[src/rtl/rcs_pkg.sv]
package rcs_pkg;

    // Width of the operation code field at the bottom of the command word
    localparam int CODE_W = 8;

    typedef enum logic [CODE_W-1:0] {
        RCS_OP_RELEASE = 8'h02,
        RCS_OP_SET_PC  = 8'h04
    } rcs_op_e;

endpackage

[src/rtl/rcs_cmd_decode.sv]
module rcs_cmd_decode
    import rcs_pkg::*;
#(
    parameter int NUM_CPUS = 4,
    parameter int IDX_W    = 8
) (
    input  logic                     cmd_we,
    input  logic [IDX_W+CODE_W-1:0]  cmd_word,
    output logic [NUM_CPUS-1:0]      set_pc_sel,
    output logic [NUM_CPUS-1:0]      release_sel
);

    logic [IDX_W-1:0]  idx;
    logic [CODE_W-1:0] code;
    logic              is_set_pc;
    logic              is_release;

    assign idx  = cmd_word[IDX_W+CODE_W-1:CODE_W];
    assign code = cmd_word[CODE_W-1:0];

    always_comb begin
        is_set_pc  = cmd_we && (code == RCS_OP_SET_PC);
        is_release = cmd_we && (code == RCS_OP_RELEASE);
        set_pc_sel  = '0;
        release_sel = '0;
        // Full-width index compare: indices past the last core match nothing
        for (int i = 0; i < NUM_CPUS; i++) begin
            if (idx == IDX_W'(i)) begin
                set_pc_sel[i]  = is_set_pc;
                release_sel[i] = is_release;
            end
        end
    end

endmodule

[src/rtl/rcs_cpu_slot.sv]
module rcs_cpu_slot #(
    parameter int   PC_W      = 32,
    parameter logic RESET_RUN = 1'b0
) (
    input  logic            clk,
    input  logic            rst_n,
    input  logic            set_pc,
    input  logic            release_req,
    input  logic [PC_W-1:0] param_value,
    output logic [PC_W-1:0] start_pc,
    output logic            pc_load,
    output logic            cpu_run
);

    typedef struct packed {
        logic [PC_W-1:0] pc;
        logic            load;
        logic            run;
    } slot_t;

    slot_t state_d, state_q;

    always_comb begin
        state_d      = state_q;
        state_d.load = set_pc;
        if (set_pc) begin
            state_d.pc = param_value;
        end
        if (release_req) begin
            state_d.run = 1'b1;
        end
    end

    always_ff @(posedge clk) begin
        if (!rst_n) begin
            state_q.pc   <= '0;
            state_q.load <= 1'b0;
            state_q.run  <= RESET_RUN;
        end else begin
            state_q <= state_d;
        end
    end

    assign start_pc = state_q.pc;
    assign pc_load  = state_q.load;
    assign cpu_run  = state_q.run;

    // Address only moves in the cycle its strobe is shown
    AST_PC_HOLD: assert property (@(posedge clk) disable iff (!rst_n)
        !pc_load |-> $stable(start_pc));

    // A running core never returns to halt
    AST_RUN_STICKY: assert property (@(posedge clk) disable iff (!rst_n)
        $past(cpu_run) |-> cpu_run);

endmodule

[src/rtl/rcs_start_ctrl.sv]
module rcs_start_ctrl
    import rcs_pkg::*;
#(
    parameter int NUM_CPUS = 4,
    parameter int PC_W     = 32,
    parameter int IDX_W    = 8
) (
    input  logic                     clk,
    input  logic                     rst_n,
    input  logic                     param_we,
    input  logic [PC_W-1:0]          param_wdata,
    input  logic                     cmd_we,
    input  logic [IDX_W+CODE_W-1:0]  cmd_word,
    output logic [PC_W-1:0]          param_value,
    output logic [NUM_CPUS*PC_W-1:0] start_pc,
    output logic [NUM_CPUS-1:0]      pc_load,
    output logic [NUM_CPUS-1:0]      cpu_run,
    output logic [NUM_CPUS-1:0]      halt_mask
);

    localparam int CMD_W = IDX_W + CODE_W;

    typedef struct packed {
        logic [PC_W-1:0] param;
    } top_t;

    top_t top_d, top_q;

    logic [NUM_CPUS-1:0] set_pc_sel;
    logic [NUM_CPUS-1:0] release_sel;

    always_comb begin
        top_d = top_q;
        if (param_we) begin
            top_d.param = param_wdata;
        end
    end

    always_ff @(posedge clk) begin
        if (!rst_n) begin
            top_q <= '0;
        end else begin
            top_q <= top_d;
        end
    end

    assign param_value = top_q.param;

    rcs_cmd_decode #(
        .NUM_CPUS (NUM_CPUS),
        .IDX_W    (IDX_W)
    ) u_decode (
        .cmd_we      (cmd_we),
        .cmd_word    (cmd_word),
        .set_pc_sel  (set_pc_sel),
        .release_sel (release_sel)
    );

    for (genvar g = 0; g < NUM_CPUS; g++) begin : g_slot
        rcs_cpu_slot #(
            .PC_W      (PC_W),
            .RESET_RUN ((g == 0) ? 1'b1 : 1'b0)
        ) u_slot (
            .clk         (clk),
            .rst_n       (rst_n),
            .set_pc      (set_pc_sel[g]),
            .release_req (release_sel[g]),
            .param_value (top_q.param),
            .start_pc    (start_pc[g*PC_W +: PC_W]),
            .pc_load     (pc_load[g]),
            .cpu_run     (cpu_run[g])
        );
    end

    assign halt_mask = ~cpu_run;

    logic [IDX_W-1:0]  cmd_idx;
    logic [CODE_W-1:0] cmd_code;
    assign cmd_idx  = cmd_word[CMD_W-1:CODE_W];
    assign cmd_code = cmd_word[CODE_W-1:0];

    AST_LOAD_ONEHOT: assert property (@(posedge clk) disable iff (!rst_n)
        $onehot0(pc_load));

    AST_BAD_INDEX: assert property (@(posedge clk) disable iff (!rst_n)
        (cmd_we && (int'(cmd_idx) >= NUM_CPUS)) |=> (pc_load == '0) && $stable(cpu_run) && $stable(start_pc));

    AST_BAD_CODE: assert property (@(posedge clk) disable iff (!rst_n)
        (cmd_we && (cmd_code != RCS_OP_RELEASE) && (cmd_code != RCS_OP_SET_PC))
        |=> (pc_load == '0) && $stable(cpu_run) && $stable(start_pc));

    AST_SET_PC_LOADS: assert property (@(posedge clk) disable iff (!rst_n)
        (cmd_we && (cmd_code == RCS_OP_SET_PC) && (int'(cmd_idx) < NUM_CPUS))
        |=> (pc_load != '0) && $stable(cpu_run));

endmodule

[config.mk]
export PLATFORM = sky130hd
export DESIGN_NAME = rcs_start_ctrl
export DESIGN_NICKNAME = d
export VERILOG_FILES = /design/src/rtl/rcs_pkg.sv /design/src/rtl/rcs_cmd_decode.sv /design/src/rtl/rcs_cpu_slot.sv /design/src/rtl/rcs_start_ctrl.sv
export SDC_FILE = /design/constraint.sdc
export NUM_CORES = 1
export LEC_CHECK = 0
export BUFFER_PORTS_ARGS = -buffer_cell sky130_fd_sc_hd__buf_2
export CAP_MARGIN = 20
export CORE_MARGIN = 4
export CORE_UTILIZATION = 35
export CTS_CLUSTER_SIZE = 20
export DETAILED_ROUTE_END_ITERATION = 16
export PLACE_DENSITY = 0.58
export SLEW_MARGIN = 25
export SYNTH_ARGS = -nofsm -noshare
export SYNTH_HDL_FRONTEND = slang
export SYNTH_HIERARCHICAL = 1
export SYNTH_SLANG_ARGS = --single-unit
[constraint.sdc]
create_clock -name clk -period 3.25 [get_ports clk]
set_input_delay 0.4875 -clock clk [delete_from_list [all_inputs] [get_ports clk]]
set_output_delay 0.4875 -clock clk [all_outputs]
set_load 0.005 [all_outputs]
==> impl_metrics.toml, run 1 <==
[route]
postRouteAntennaNets = 0
wl_met2_mm = 7.48
met3WireLength_mm = 1.14
route.detailed.drc = 0
via_per_inst = 4.50
wl_met1_mm = 7.76
wl_per_cell_microns = 16.5
routed.top_layer = "met4"
num_vias = 4535
wirelength_mm = 16.6
dr.pass1.iters = 4
drt_first_iter_violations = 167

[die]
initial_core_util_pct = 36.0
fp.dieW_microns = 145
num_io_pins = 224
num_rows = 49
dieArea_sq_mm = 0.0210
die_y_microns = 145
core_sq_mm = 0.0182

[finish]
fin_cells = 1007
area_growth_pct = 26.4
drive_gt1_share_pct = 34.1
fillCellCount = 1723
final_nets = 817
multiInputGateArea_sq_mm = 0.00281
antenna-diode-count = 0
ff_latch_area_sq_mm = 0.00334

[yosys]
synth_area_sq_mm = 0.00656
syn_inst = 555
ys_warn_count = 6
avgSynthCellArea_sq_um = 11.8
synthesis.nets = 607

[sta]
rsz0062_at_grt = "no"
report.final.slew_viol_count = 0
fin_crit_sh_pct = 60.3
tightest_slew_ns = 0.653
hold_viol_final = 0
skew_ns = 0.00746
period_minus_slack_ns = 1.96
slew_headroom_pct = 56.4
setup_tns_ns = 0
maxClockFrequency_ghz = 0.511
setup_viol = 0

[critical_path]
start_kind = "input pin"
path_class = "in2reg"
crit_arrival_ns = 2.26
critPathRequiredTime_ns = 3.55
cp_max_fo = 23
ff2ff_path_depth = 2
endpoint_kind = "register"

[run_status]
status = "finished, final reports clean"

[run]
max_cap_violations = 0

[clock_network]
cts_buffers = 17
cts_buffer_depth = 2
cts-hold-fix-buffers = 0
path_clk_slew_ns = 0.07
cts_sinks = 167
htree_levels = 4
post_cts_resized = 0
cts_tree = "done"
clock-root-buffer = "clkbuf_16"
worstSkewPairLatency_ns = 0.42
cts_setup_buffers = 0

[global_routing]
gr-total-overflow = 0
antenna_found_initial = 0
grt_pass1_wl_mm = 25.4
grt_pass1_vias = 4562
grt_start_max_net_pins = 106
grt.total_usage_pct = 15.6

[pwr]
irDropWorstVdd_mv = 0.328
leakagePower_uw = 0.00341
power.density_mw_per_mm2 = 540

[placed_design]
place.gp.congestion = 0.749
numPortBuffers = 221
dp.final_hpwl_mm = 11.4
dpl.cell_count = 975

[hold_path]
min_path_cells = 3
min_path_type = "in2reg"
-- flip-flops by register name, summed over array words and instances, names as in the netlist --
signal and count:
g_slot.u_slot/cpu_run 3, g_slot.u_slot/pc_load 4, g_slot.u_slot/start_pc 128, param_value 32
-- worst max-delay path, stage by stage --
cell     delay, ns
buf_2         0.10
nor4b_1       0.43
nand2_1       0.23
nor2_4        0.44
buf_12        0.28
mux2i_1       0.22
nor2b_1       0.06
-- layout by cell type (no fill, tap or decap) --
master,n
clkinv_4,1
clkinv_8,1
nor2_1,5
nand2_1,4
clkbuf_16,17
inv_1,4
nand4_1,1
nor4b_1,2
buf_12,3
conb_1,1
nand4b_1,1
dfxtp_1,167
buf_4,5
inv_8,1
inv_6,5
o21a_1,3
buf_2,219
nor2b_1,161
nor4b_4,1
nor2_4,4
bufinv_16,4
clkinvlp_4,1
nor4_2,1
and2_1,4
clkinv_2,2
mux2i_1,160
-- through the flow --
| step | util (%) | area, sq um | worst slack [ns] | hold slack, ns | total power (uW) |
|---|---|---|---|---|---|
| after floorplan | - | 6560 | 1.52 | 0.486 | 2250 |
| after global placement | 42.0 | 7640 | 0.920 | 0.491 | 2330 |
| after detailed placement | 42.0 | 7650 | 0.864 | 0.496 | 2330 |
| after CTS | 45.5 | 8290 | 1.32 | 0.303 | 4540 |
| after global routing | 45.5 | 8290 | 1.11 | 0.319 | 4640 |
| final | 45.5 | 8290 | 1.29 | 0.322 | 4480 |
-- worst paths after layout --
check | startpoint | endpoint | slack (ns)
max | cmd_word[1] | g_slot[2].u_slot/start_pc[16] | 1.29
min reg2reg | g_slot[3].u_slot/start_pc[6] | g_slot[3].u_slot/start_pc[6] | 0.51
min | param_wdata[7] | param_value[7] | 0.32
max reg2reg | param_value[27] | g_slot[2].u_slot/start_pc[27] | 2.42
-- metal layers --
layer | up-vias | track usage, %
li1 | 2255 | -
met1 | 2125 | 20.6
met2 | 137 | 24.3
met3 | 18 | 4.83
met4 | 0 | 5.45
met5 | - | 0
-- power by group --
group / internal, uW / leakage, uW / switching [uW]
logic: 95.3 / 0.00174 / 74.8
clock network: 1310 / 0.000314 / 882
registers: 2070 / 0.00135 / 44.2
-- layout make-up --
type / instances / area share, %
clock inverter: 15 / 2.63
tap: 229 / 3.46
clock buffer: 17 / 5.13
inverter: 4 / 0.181
timing repair buffer: 227 / 14.4
sequential: 167 / 40.3
multi-input combinational: 348 / 33.9
Power figures use the tool's default switching activity.
==> run 2, diff against run 1 <==
--- a/config.mk
+++ b/config.mk
@@ -5,13 +5,14 @@
 export SDC_FILE = /design/constraint.sdc
 export NUM_CORES = 1
 export LEC_CHECK = 0
+export ABC_AREA = 1
 export BUFFER_PORTS_ARGS = -buffer_cell sky130_fd_sc_hd__buf_2
 export CAP_MARGIN = 20
 export CORE_MARGIN = 4
 export CORE_UTILIZATION = 35
 export CTS_CLUSTER_SIZE = 20
 export DETAILED_ROUTE_END_ITERATION = 16
-export PLACE_DENSITY = 0.58
+export PLACE_DENSITY = 0.6
 export SLEW_MARGIN = 25
 export SYNTH_ARGS = -nofsm -noshare
 export SYNTH_HDL_FRONTEND = slang
==> constraint.sdc (replaced) <==
create_clock -name clk -period 1.6 [get_ports clk]
set_input_delay 0.24 -clock clk [delete_from_list [all_inputs] [get_ports clk]]
set_output_delay 0.24 -clock clk [all_outputs]
set_load 0.005 [all_outputs]
==> impl_metrics.toml, run 2 <==
[critical_path]
path_cells = "buf_2"
max_stage_delay_ns = 0.50
ff2ff_path_depth = 4
r2r-start = "param_value[18]"
slowest_stage = "dfxtp_1"
crit_arrival_ns = 1.11
crit_buf_inv = 1
endpoint_kind = "output port"
path_class = "reg2out"
cp_max_fo = 6
critPathTopFamily = "flip-flops"
cp.depth = 1
timing.rr.end = "g_slot[0].u_slot/start_pc[18]"
critPathRequiredTime_ns = 1.36
reg2reg_setup_slack_ns = 0.76
start_kind = "register"

[clock_network]
cts_tree = "done"
post_cts_resized = 0
worstSkewPairLatency_ns = 0.42
path_clk_slew_ns = 0.07
cts_buffer_depth = 2
cts_buffers = 17
cts-hold-fix-buffers = 0
clock-root-buffer = "clkbuf_16"
cts_sinks = 167
cts_setup_buffers = 0
htree_levels = 4

[finish]
layout_common_cells = "nand2_1 (332), nor2_1 (331), buf_2 (220), inv_1 (178), dfxtp_1 (167)"
fillCellCount = 2079
layout_commonest_cell = "nand2_1"
largest_reg_flops = 128
final_nets = 1326
fin_util_pct = 45.3
area_growth_pct = 26.6
drive_gt1_share_pct = 21.1
antenna-diode-count = 0

[route]
num_vias = 6330
drt_first_iter_violations = 294
dr.pass1.iters = 4
wirelength_mm = 18.7
postRouteAntennaNets = 0
via_per_inst = 4.08
wl_per_cell_microns = 12.0
route.detailed.drc = 0

[yosys]
synthesis.nets = 1129
syn_inst = 1077
synth_area_sq_mm = 0.00700
avgSynthCellArea_sq_um = 6.50
ys_warn_count = 6

[die]
dieArea_sq_mm = 0.0223
die_y_microns = 149
fp.dieW_microns = 149
num_io_pins = 224
num_rows = 51
initial_core_util_pct = 35.7
core_sq_mm = 0.0196

[pwr]
power.total_uw = 9170
leakagePower_uw = 0.00461
p_int_uw = 6940
pwr-share-seq_pct = 47.2
irDropWorstVdd_mv = 0.669
power.density_mw_per_mm2 = 1030
combPwrFrac_pct = 5.6
clkPwrFrac_pct = 47.2
p_switching_uw = 2230
switching_share_pct = 24.3

[sta]
fin_crit_sh_pct = 84.7
period_minus_slack_ns = 1.35
setup_viol = 0
report.final.slew_viol_count = 0
setup_tns_ns = 0
maxClockFrequency_ghz = 0.738
rsz0062_at_grt = "no"
hold_viol_final = 0
setup_slack_ns = 0.245
skew_ns = 0.00932

[global_routing]
grt.total_usage_pct = 16.5
grt_start_max_net_pins = 89
grt_pass1_wl_mm = 29.4
gr-total-overflow = 0
antenna_found_initial = 1
grt_pass1_vias = 5587

[placed_design]
place.gp.congestion = 0.796
dp.final_hpwl_mm = 12.6
post-place-ws_ns = 0.0587
numPortBuffers = 221

[run]
max_cap_violations = 0

[hold_path]
hold_end = "param_value[9]"
hp-start = "param_wdata[9]"
min_path_cells = 5
min_path_type = "in2reg"

[run_status]
status = "finished, final reports clean"
## run 2: changes by cell type in the layout (fill, tap and decap cells not counted), sizes merged, moves of 2 or more
cell,delta
clkinvlp,+3
buf,+6
inv,+175
nand2,+328
clkinv,-3
mux2i,-160
nor4b,-3
nand3,+2
nor2,+328
and2,-4
nor2b,-161
## run 2: how the worst max path moves through the flow
stage | from | to | slack (ns)
after floorplan | cmd_word[11] | g_slot[3].u_slot/start_pc[22] | 0.32
after CTS | param_value[2] | param_value[2] | 0.21
after global routing | param_value[2] | param_value[2] | 0.17
after global placement | cmd_word[3] | g_slot[2].u_slot/start_pc[21] | 0.08
final | param_value[2] | param_value[2] | 0.25
after detailed placement | cmd_word[4] | g_slot[2].u_slot/start_pc[21] | 0.06
## run 2: layer usage
metal / wire length [microns] / up-vias / GRT usage, %
met4: 204 / 2 / 4.35
met3: 1340 / 21 / 6.18
met5: 13 / - / 0
met1: 8600 / 2717 / 20.9
met2: 8520 / 154 / 26.6
li1: - / 3436 / -
## run 2: cell type report
| type | count | area (sq um) | area share [%] |
|---|---|---|---|
| clock buffer | 18 | 429 | 4.84 |
| tap | 265 | 332 | 3.74 |
| timing repair buffer | 233 | 1310 | 14.8 |
| clock inverter | 14 | 189 | 2.13 |
| inverter | 179 | 672 | 7.58 |
| sequential | 167 | 3340 | 37.7 |
| multi-input combinational | 676 | 2590 | 29.2 |
## run 2: power by group through the flow
stage	Sequential, uW	Combinational, uW	Clock (uW)
after floorplan	4380	348	0
after global placement	4430	510	0
after detailed placement	4430	517	0
after CTS	4330	520	4460
after global routing	4340	599	4630
final	4330	515	4330
## run 2: metrics by stage
stage	instance area (sq um)	std cells	hold slack (ns)
CTS	8870	1552	0.0786
finish	8870	1552	0.100
floorplan	7000	1077	0.360
global placement	8250	1520	0.453
global route	8870	1552	0.0868
detailed placement	8250	1520	0.460
==> run 3, diff against run 2 <==
==> constraint.sdc (replaced) <==
create_clock -name clk -period 1.2 [get_ports clk]
set_input_delay 0.18 -clock clk [delete_from_list [all_inputs] [get_ports clk]]
set_output_delay 0.18 -clock clk [all_outputs]
set_load 0.005 [all_outputs]
==> impl_metrics.toml, run 3 (synthesis results as in run 2) <==
[route]
route.detailed.drc = 0
via_per_inst = 4.10
postRouteAntennaNets = 0
dr.pass1.iters = 5
wirelength_mm = 18.7
wl_per_cell_microns = 12.0
drt_first_iter_violations = 259
num_vias = 6377

[critical_path]
slowest_stage = "dfxtp_2"
max_stage_delay_ns = 0.42
worstSetupStartpoint = "param_value[9]"
cp.depth = 1
r2r-start = "param_value[16]"
start_kind = "register"
ff2ff_path_depth = 4
critPathRequiredTime_ns = 1.02
endpoint_kind = "output port"
path_cells = "buf_2"
cp_max_fo = 6
critPathTopFamily = "flip-flops"
timing.rr.end = "g_slot[0].u_slot/start_pc[16]"
path_class = "reg2out"
reg2reg_setup_slack_ns = 0.47
crit_buf_inv = 1
crit_arrival_ns = 0.98

[sta]
period_minus_slack_ns = 1.16
maxClockFrequency_ghz = 0.860
fin_crit_sh_pct = 96.9
report.final.slew_viol_count = 0
skew_ns = 0.00472
setup_tns_ns = 0
hold-worst-slack_ns = 0.0399
setup_viol = 0
hold_viol_final = 0
rsz0062_at_grt = "no"

[placed_design]
numPortBuffers = 221
place.gp.congestion = 0.814
dpl.cell_count = 1524
dp.final_hpwl_mm = 12.8

[clock_network]
cts_buffer_depth = 2
worstSkewPairLatency_ns = 0.42
cts_tree = "done"
clock-root-buffer = "clkbuf_16"
cts_sinks = 167
cts_buffers = 17
path_clk_slew_ns = 0.06
htree_levels = 4

[global_routing]
gr-total-overflow = 0
grt_start_max_net_pins = 76
grt.total_usage_pct = 16.6
antenna_found_initial = 0
grt_pass1_wl_mm = 29.6
grt_pass1_vias = 5791

[pwr]
switching_share_pct = 24.8
combPwrFrac_pct = 5.9
power.total_uw = 11700
p_int_uw = 8780
pwr-share-seq_pct = 49.5
irDropWorstVdd_mv = 0.906
clkPwrFrac_pct = 44.7
power.density_mw_per_mm2 = 1310
leakagePower_uw = 0.00461
p_switching_uw = 2900

[finish]
fin_cells = 1555
largest_reg_flops = 128
fin_util_pct = 45.4
layout_common_cells = "nand2_1 (332), nor2_1 (331), buf_2 (220), inv_1 (178), dfxtp_1 (133)"
area_growth_pct = 27.1
layout_commonest_cell = "nand2_1"
fillCellCount = 2067
antenna-diode-count = 0
drive_gt1_share_pct = 23.9
final_nets = 1330

[hold_path]
min_path_type = "in2reg"
min_path_cells = 5
hold_end = "param_value[28]"
hp-start = "param_wdata[28]"

[die]
initial_core_util_pct = 35.7
dieArea_sq_mm = 0.0223
num_rows = 51
die_y_microns = 149
core_sq_mm = 0.0196
fp.dieW_microns = 149
num_io_pins = 224

[run_status]
status = "finished, final reports clean"

[run]
max_cap_violations = 0
## run 3: cell types whose count changed in the layout (fill, tap and decap cells not counted), sizes merged
cell / delta
clkinv: +2
buf: +4
bufinv: -2
clkinvlp: +2
inv: -3
## run 3: layout make-up
class | instances | area, sq um | area share, %
multi-input combinational | 676 | 2590 | 29.1
inverter | 179 | 672 | 7.55
timing repair buffer | 237 | 1350 | 15.1
sequential | 167 | 3410 | 38.3
clock buffer | 18 | 429 | 4.82
tap | 265 | 332 | 3.72
clock inverter | 13 | 124 | 1.39
## run 3: worst max-delay path by stage
stage / to / slack (ns)
final: param_value[9] / 0.04
after global routing: param_value[6] / 0.0006
after CTS: param_value[13] / 0.003
after detailed placement: g_slot[3].u_slot/start_pc[3] / -0.31
after global placement: g_slot[3].u_slot/start_pc[11] / -0.29
after floorplan: g_slot[3].u_slot/start_pc[22] / -0.007
## run 3: stage by stage
| stage | instance area, sq um | setup slack (ns) |
|---|---|---|
| 6_report | 8900 | 0.0373 |
| 5_1_grt | 8900 | 0.000626 |
| 4_1_cts | 8870 | 0.00331 |
| 3_5_place_dp | 8280 | -0.314 |
| 3_3_place_gp | 8280 | -0.291 |
| 2_1_floorplan | 7010 | -0.00720 |
## run 3: power groups by stage
stage | clock, uW | sequential (uW) | combinational, uW
global placement | 0 | 5900 | 682
CTS | 5380 | 5790 | 693
detailed placement | 0 | 5900 | 690
global route | 5630 | 5800 | 804
floorplan | 0 | 5840 | 463
finish | 5220 | 5780 | 683
## run 3: metal layers
layer,vias to the layer above,wire length (microns),GRT usage (%)
met4,0,233,4.81
met3,14,1150,5.24
met5,-,0,0
li1,3436,-,-
met2,136,8900,28.0
met1,2791,8420,20.4
## run 3: what timing repair did
action	CTS	global route
buffers inserted	0	0
hold buffers	0	0
resized for setup	33	12
setup endpoints to repair	32	12
cloned	0	0
